## config.mk

```make
export PLATFORM = sky130hd
export DESIGN_NAME = nibble_regfile
export DESIGN_NICKNAME = d
export VERILOG_FILES = /design/src/rtl/nibble_regfile.sv
export SDC_FILE = /design/constraint.sdc
export NUM_CORES = 1
export LEC_CHECK = 0
export BUFFER_PORTS_ARGS = -buffer_cell sky130_fd_sc_hd__buf_2
export CORE_UTILIZATION = 40
export DETAILED_ROUTE_END_ITERATION = 10
export SETUP_SLACK_MARGIN = 0.1
export SLEW_MARGIN = 15
export SYNTH_ARGS = -nofsm -noshare
export SYNTH_HDL_FRONTEND = slang
export SYNTH_SLANG_ARGS = --single-unit
```

## constraint.sdc

```tcl
create_clock -name clk -period 2.5 [get_ports clk]
set_clock_uncertainty 0.05 [all_clocks]
set_input_delay 0.375 -clock clk [delete_from_list [all_inputs] [get_ports clk]]
set_output_delay 0.375 -clock clk [all_outputs]
set_load 0.02 [all_outputs]
```

## src/rtl/nibble_regfile.sv

```systemverilog
module nibble_regfile #(
  parameter int W = 4
) (
  input  logic         clk,
  input  logic         rst_n,
  input  logic [4:0]   op,
  input  logic [1:0]   sel,
  input  logic [1:0]   ystep,
  input  logic [W-1:0] alu_res,
  input  logic         alu_ovf,
  input  logic         alu_flag,
  output logic [W-1:0] acc,
  output logic [W-1:0] bacc,
  output logic [W-1:0] xrow,
  output logic [W-1:0] ydig,
  output logic [W-1:0] xshadow,
  output logic [W-1:0] yshadow,
  output logic [W-1:0] scr4,
  output logic [W-1:0] scr5,
  output logic         carry,
  output logic         status,
  output logic         cond_go
);

  localparam logic [4:0] OP_LDA = 5'd1,  OP_LDB = 5'd2,  OP_LDX = 5'd3,  OP_LDY = 5'd4;
  localparam logic [4:0] OP_STF = 5'd5,  OP_SEC = 5'd6,  OP_CLC = 5'd7,  OP_TSC = 5'd8;
  localparam logic [4:0] OP_ROL = 5'd9,  OP_ROR = 5'd10, OP_XCX = 5'd11, OP_XCY = 5'd12;
  localparam logic [4:0] OP_TOR = 5'd15, OP_FRR = 5'd16, OP_CND = 5'd17;

  logic         op_wr_y, op_wr_s, step_en;
  logic [W-1:0] y_stepped, scr_pick;

  assign op_wr_y   = (op == OP_LDY) || (op == OP_XCY);
  assign op_wr_s   = (op == OP_STF) || (op == OP_TSC) || (op == OP_CND);
  assign step_en   = !op_wr_y && (ystep == 2'd1 || ystep == 2'd2);
  assign y_stepped = (ystep == 2'd1) ? ydig + 1'b1 : ydig - 1'b1;
  assign scr_pick  = sel[0] ? scr5 : scr4;
  assign cond_go   = (op == OP_CND) && status;

  always_ff @(posedge clk or negedge rst_n) begin
    if (!rst_n) begin
      acc <= '0; bacc <= '0; xrow <= '0; ydig <= '0;
      xshadow <= '0; yshadow <= '0; scr4 <= '0; scr5 <= '0;
      carry <= 1'b0; status <= 1'b1;
    end else begin
      if (step_en) begin
        ydig <= y_stepped;
        if (!op_wr_s) status <= (y_stepped != '0);
      end
      case (op)
        OP_LDA: begin acc <= alu_res; carry <= alu_ovf; end
        OP_LDB: bacc <= alu_res;
        OP_LDX: xrow <= alu_res;
        OP_LDY: ydig <= alu_res;
        OP_STF: status <= alu_flag;
        OP_SEC: carry <= 1'b1;
        OP_CLC: carry <= 1'b0;
        OP_TSC: status <= carry;
        OP_ROL: begin acc <= {acc[W-2:0], carry}; carry <= acc[W-1]; end
        OP_ROR: begin acc <= {carry, acc[W-1:1]}; carry <= acc[0]; end
        OP_XCX: begin xrow <= xshadow; xshadow <= xrow; end
        OP_XCY: begin ydig <= yshadow; yshadow <= ydig; end
        OP_TOR: begin
          if (sel[0]) scr5 <= sel[1] ? bacc : acc;
          else        scr4 <= sel[1] ? bacc : acc;
        end
        OP_FRR: begin
          if (sel[1]) bacc <= scr_pick;
          else        acc  <= scr_pick;
        end
        OP_CND: if (!status) status <= 1'b1;
        default: ;
      endcase
    end
  end


  rotate_left_chk: assert property (@(posedge clk) disable iff (!rst_n)
    op == OP_ROL |=> {acc, carry} == {$past(acc[W-2:0]), $past(carry), $past(acc[W-1])});

  rotate_right_chk: assert property (@(posedge clk) disable iff (!rst_n)
    op == OP_ROR |=> {carry, acc} == {$past(acc[0]), $past(carry), $past(acc[W-1:1])});

  swap_x_chk: assert property (@(posedge clk) disable iff (!rst_n)
    op == OP_XCX |=> xrow == $past(xshadow) && xshadow == $past(xrow));

  swap_y_chk: assert property (@(posedge clk) disable iff (!rst_n)
    op == OP_XCY |=> ydig == $past(yshadow) && yshadow == $past(ydig));

  skip_rearm_chk: assert property (@(posedge clk) disable iff (!rst_n)
    (op == OP_CND && !status) |=> status);

  ystep_up_chk: assert property (@(posedge clk) disable iff (!rst_n)
    (ystep == 2'd1 && op != OP_LDY && op != OP_XCY) |=> ydig == W'($past(ydig) + 1));

  ystep_down_chk: assert property (@(posedge clk) disable iff (!rst_n)
    (ystep == 2'd2 && op != OP_LDY && op != OP_XCY) |=> ydig == W'($past(ydig) - 1));

endmodule

```

==> flow_metrics.py <==
metrics = {
    "place": {
        "portBuffers": 51,
        "place_congestion": 0.779,
        "post-dp-hpwl_um": 3740,
        "place_inst": 321,
        "dp_slack_ps": 77.9,
    },
    "die": {
        "die_y_um": 73.6,
        "die_area_um2": 5420,
        "ios": 52,
        "die_x_um": 73.6,
        "coreArea_um2": 4820,
        "rows": 25,
        "start_util_pct": 42.6,
    },
    "route": {
        "drc": 0,
        "first_pass_iters": 4,
        "wl_um": 5070,
        "via_per_inst": 5.40,
        "drtAntennaViolNets": 0,
        "vias": 1777,
        "routedWlPerCell_um": 15.4,
        "drtIter0Drc": 76,
    },
    "run_status": {
        "status": "finished clean",
    },
    "finish": {
        "area_growth_pct": 20.3,
        "n_antenna_cell": 0,
        "stdcell_count": 329,
        "nets": 283,
        "drive_above_1_share_pct": 33.6,
        "fin_util_pct": 51.3,
    },
    "pwr": {
        "powerDensity_nw_per_um2": 881,
        "peakVddDrop_mv": 0.398,
        "total_power_mw": 2.18,
        "leakage_nw": 1.12,
    },
    "grt": {
        "grt_max_degree": 35,
        "grt_pass1_vias": 1755,
        "antenna_found_initial": 0,
        "grt.overflow.total": 0,
        "grtUsageTotal_pct": 20.5,
        "grt_pass1_wl_um": 8420,
    },
    "cts": {
        "cts-root-buf": "clkbuf_8",
        "cts_resized": 0,
        "cts-buffers-inserted": 5,
        "insertion_delay_ps": 290,
        "cts_tree": "yes",
        "cts.sinks": 34,
        "hold_buffers": 0,
        "cts_buffer_depth": 2,
        "postCtsSetupBuffers": 0,
        "cts.clk_slew.worst_paths_ps": 80,
        "h-tree-depth": 2,
    },
    "synthesis": {
        "seq_area_frac_synth_pct": 41.5,
        "synth_edf_count": 0,
        "synth_cell_type_count": 47,
        "syn_avg_cell_area_um2": 9.82,
        "synthFlopType": "dfrtp_1",
        "ys_ff_latch": 34,
        "synthesis.nets": 231,
        "synthCells": 209,
        "syn_area_um2": 2050,
        "async_flop_share_pct": 100,
        "yosysWarnings": 0,
    },
    "critical_path": {
        "r2r_slack_ps": 500,
        "cp_max_fo": 4,
        "cp-end-kind": "flip-flop",
        "worstReg2RegEnd": "ydig[3]",
        "r2r_cells": 5,
        "timing.rr.start": "ydig[2]",
        "arrival_ps": 2210,
        "critPathLaunchType": "input pin",
        "crit_required_ps": 2610,
        "criticalPathCategory": "input pin to flip-flop",
    },
    "timing": {
        "hold_viol": 0,
        "slew_headroom_pct": 47.9,
        "max_freq_mhz": 477,
        "slew_violations": 0,
        "setup_violations": 0,
        "tns_ps": 0,
        "fin_ws_ps": 404,
        "rsz0062_at_grt": "no",
        "fin_crit_ps": 2100,
        "worst_pin_slew_ps": 781,
        "finalCritPeriodShare_pct": 83.8,
    },
    "flow_run": {
        "maxCapViolations": 0,
    },
    "hold_path": {
        "hp-class": "input pin to async pin",
    },
}
## cell type report
cell class              count  area (um2)
clock inverters             2        12.5
well taps                  67        83.8
multi-input cells         157        1120
inverters                   7        26.3
fillers                   492        2350
repair buffers             56         293
flip-flops and latches     34         852
clock buffers               6        82.6
## state kept, by name, indices dropped and copies added, names as in the netlist
signal	flops
acc	4
bacc	4
carry	1
scr4	4
scr5	4
status	1
xrow	4
xshadow	4
ydig	4
yshadow	4
## critical path, stage by stage
cell	delay [ps]
buf_2	90
inv_1	40
ha_1	210
inv_1	100
ha_1	320
and3_1	220
or3_1	360
a2111oi_0	390
nor3_1	90
## logic make-up after synthesis
| group | after synthesis | share of synthesized area [%] |
|---|---|---|
| adder cells (fa/ha/maj) | 5 | 3.41 |
| multiplexers | 23 | 12.4 |
| AO/OA/AOI/OAI | 55 | 18.5 |
| XOR/XNOR | 3 | 1.28 |
| flip-flops | 34 | 41.5 |
| AND/OR/NAND/NOR | 71 | 19.0 |
| buffers and inverters | 18 | 3.96 |
## report_power, final
group / internal (mW) / total [mW] / switching (mW)
clock network: 0.222 / 0.437 / 0.216
registers: 0.719 / 0.871 / 0.151
logic: 0.360 / 0.869 / 0.509
## Yosys cell counts, types with 4 or more instances
library cell | instances | area share [%]
a21oi_1 | 17 | 4.1
a221oi_1 | 4 | 1.7
a22o_1 | 4 | 1.7
a31oi_1 | 4 | 1.2
clkbuf_1 | 6 | 1.1
dfrtp_1 | 33 | 40
ha_1 | 4 | 2.4
inv_1 | 7 | 1.3
mux2_2 | 19 | 10
mux2i_1 | 4 | 2.0
nand2_1 | 16 | 2.9
nand3b_1 | 4 | 1.5
nor2_1 | 16 | 2.9
nor2b_1 | 6 | 1.8
nor3_1 | 9 | 2.2
o21ai_0 | 9 | 2.2
o22ai_1 | 5 | 1.5
## worst max path at each step
stage	startpoint	end	slack, ps	cells past startpoint
2_1_floorplan	ystep[1]	ydig[3]	340	8
3_3_place_gp	ystep[1]	ydig[3]	160	9
3_5_place_dp	ystep[1]	ydig[3]	80	9
4_1_cts	ystep[1]	ydig[3]	380	9
5_1_grt	ystep[1]	ydig[3]	220	9
6_report	ystep[1]	ydig[3]	400	9
## cells in the final DEF (no fill, tap or decap), types with 5 or more instances in the layout
master | synthesis | layout
a21oi_1 | 17 | 17
buf_2 | 2 | 51
buf_4 | 3 | 5
clkbuf_8 | 0 | 6
dfrtp_1 | 33 | 33
inv_1 | 7 | 7
mux2_2 | 19 | 19
nand2_1 | 16 | 16
nor2_1 | 16 | 16
nor2b_1 | 6 | 6
nor3_1 | 9 | 9
o21ai_0 | 9 | 9
o22ai_1 | 5 | 5
## through the flow
stage,hold WS (ps),cell area [um2]
after CTS,140,2470
after global placement,429,2370
after detailed placement,441,2370
after floorplan,29.4,2050
after global routing,178,2470
final,108,2470
## layer usage
metal  part of all wire [%]  vias to the layer above  wire, um  track usage, %
met2                     46                       43      2330            32.0
li1                       -                      878         -               -
met1                     47                      850      2400            28.2
met5                      0                        -         0               0
met3                    5.4                        6       273            5.21
met4                    1.2                        0        61            5.77
Power figures use the tool's default switching activity.
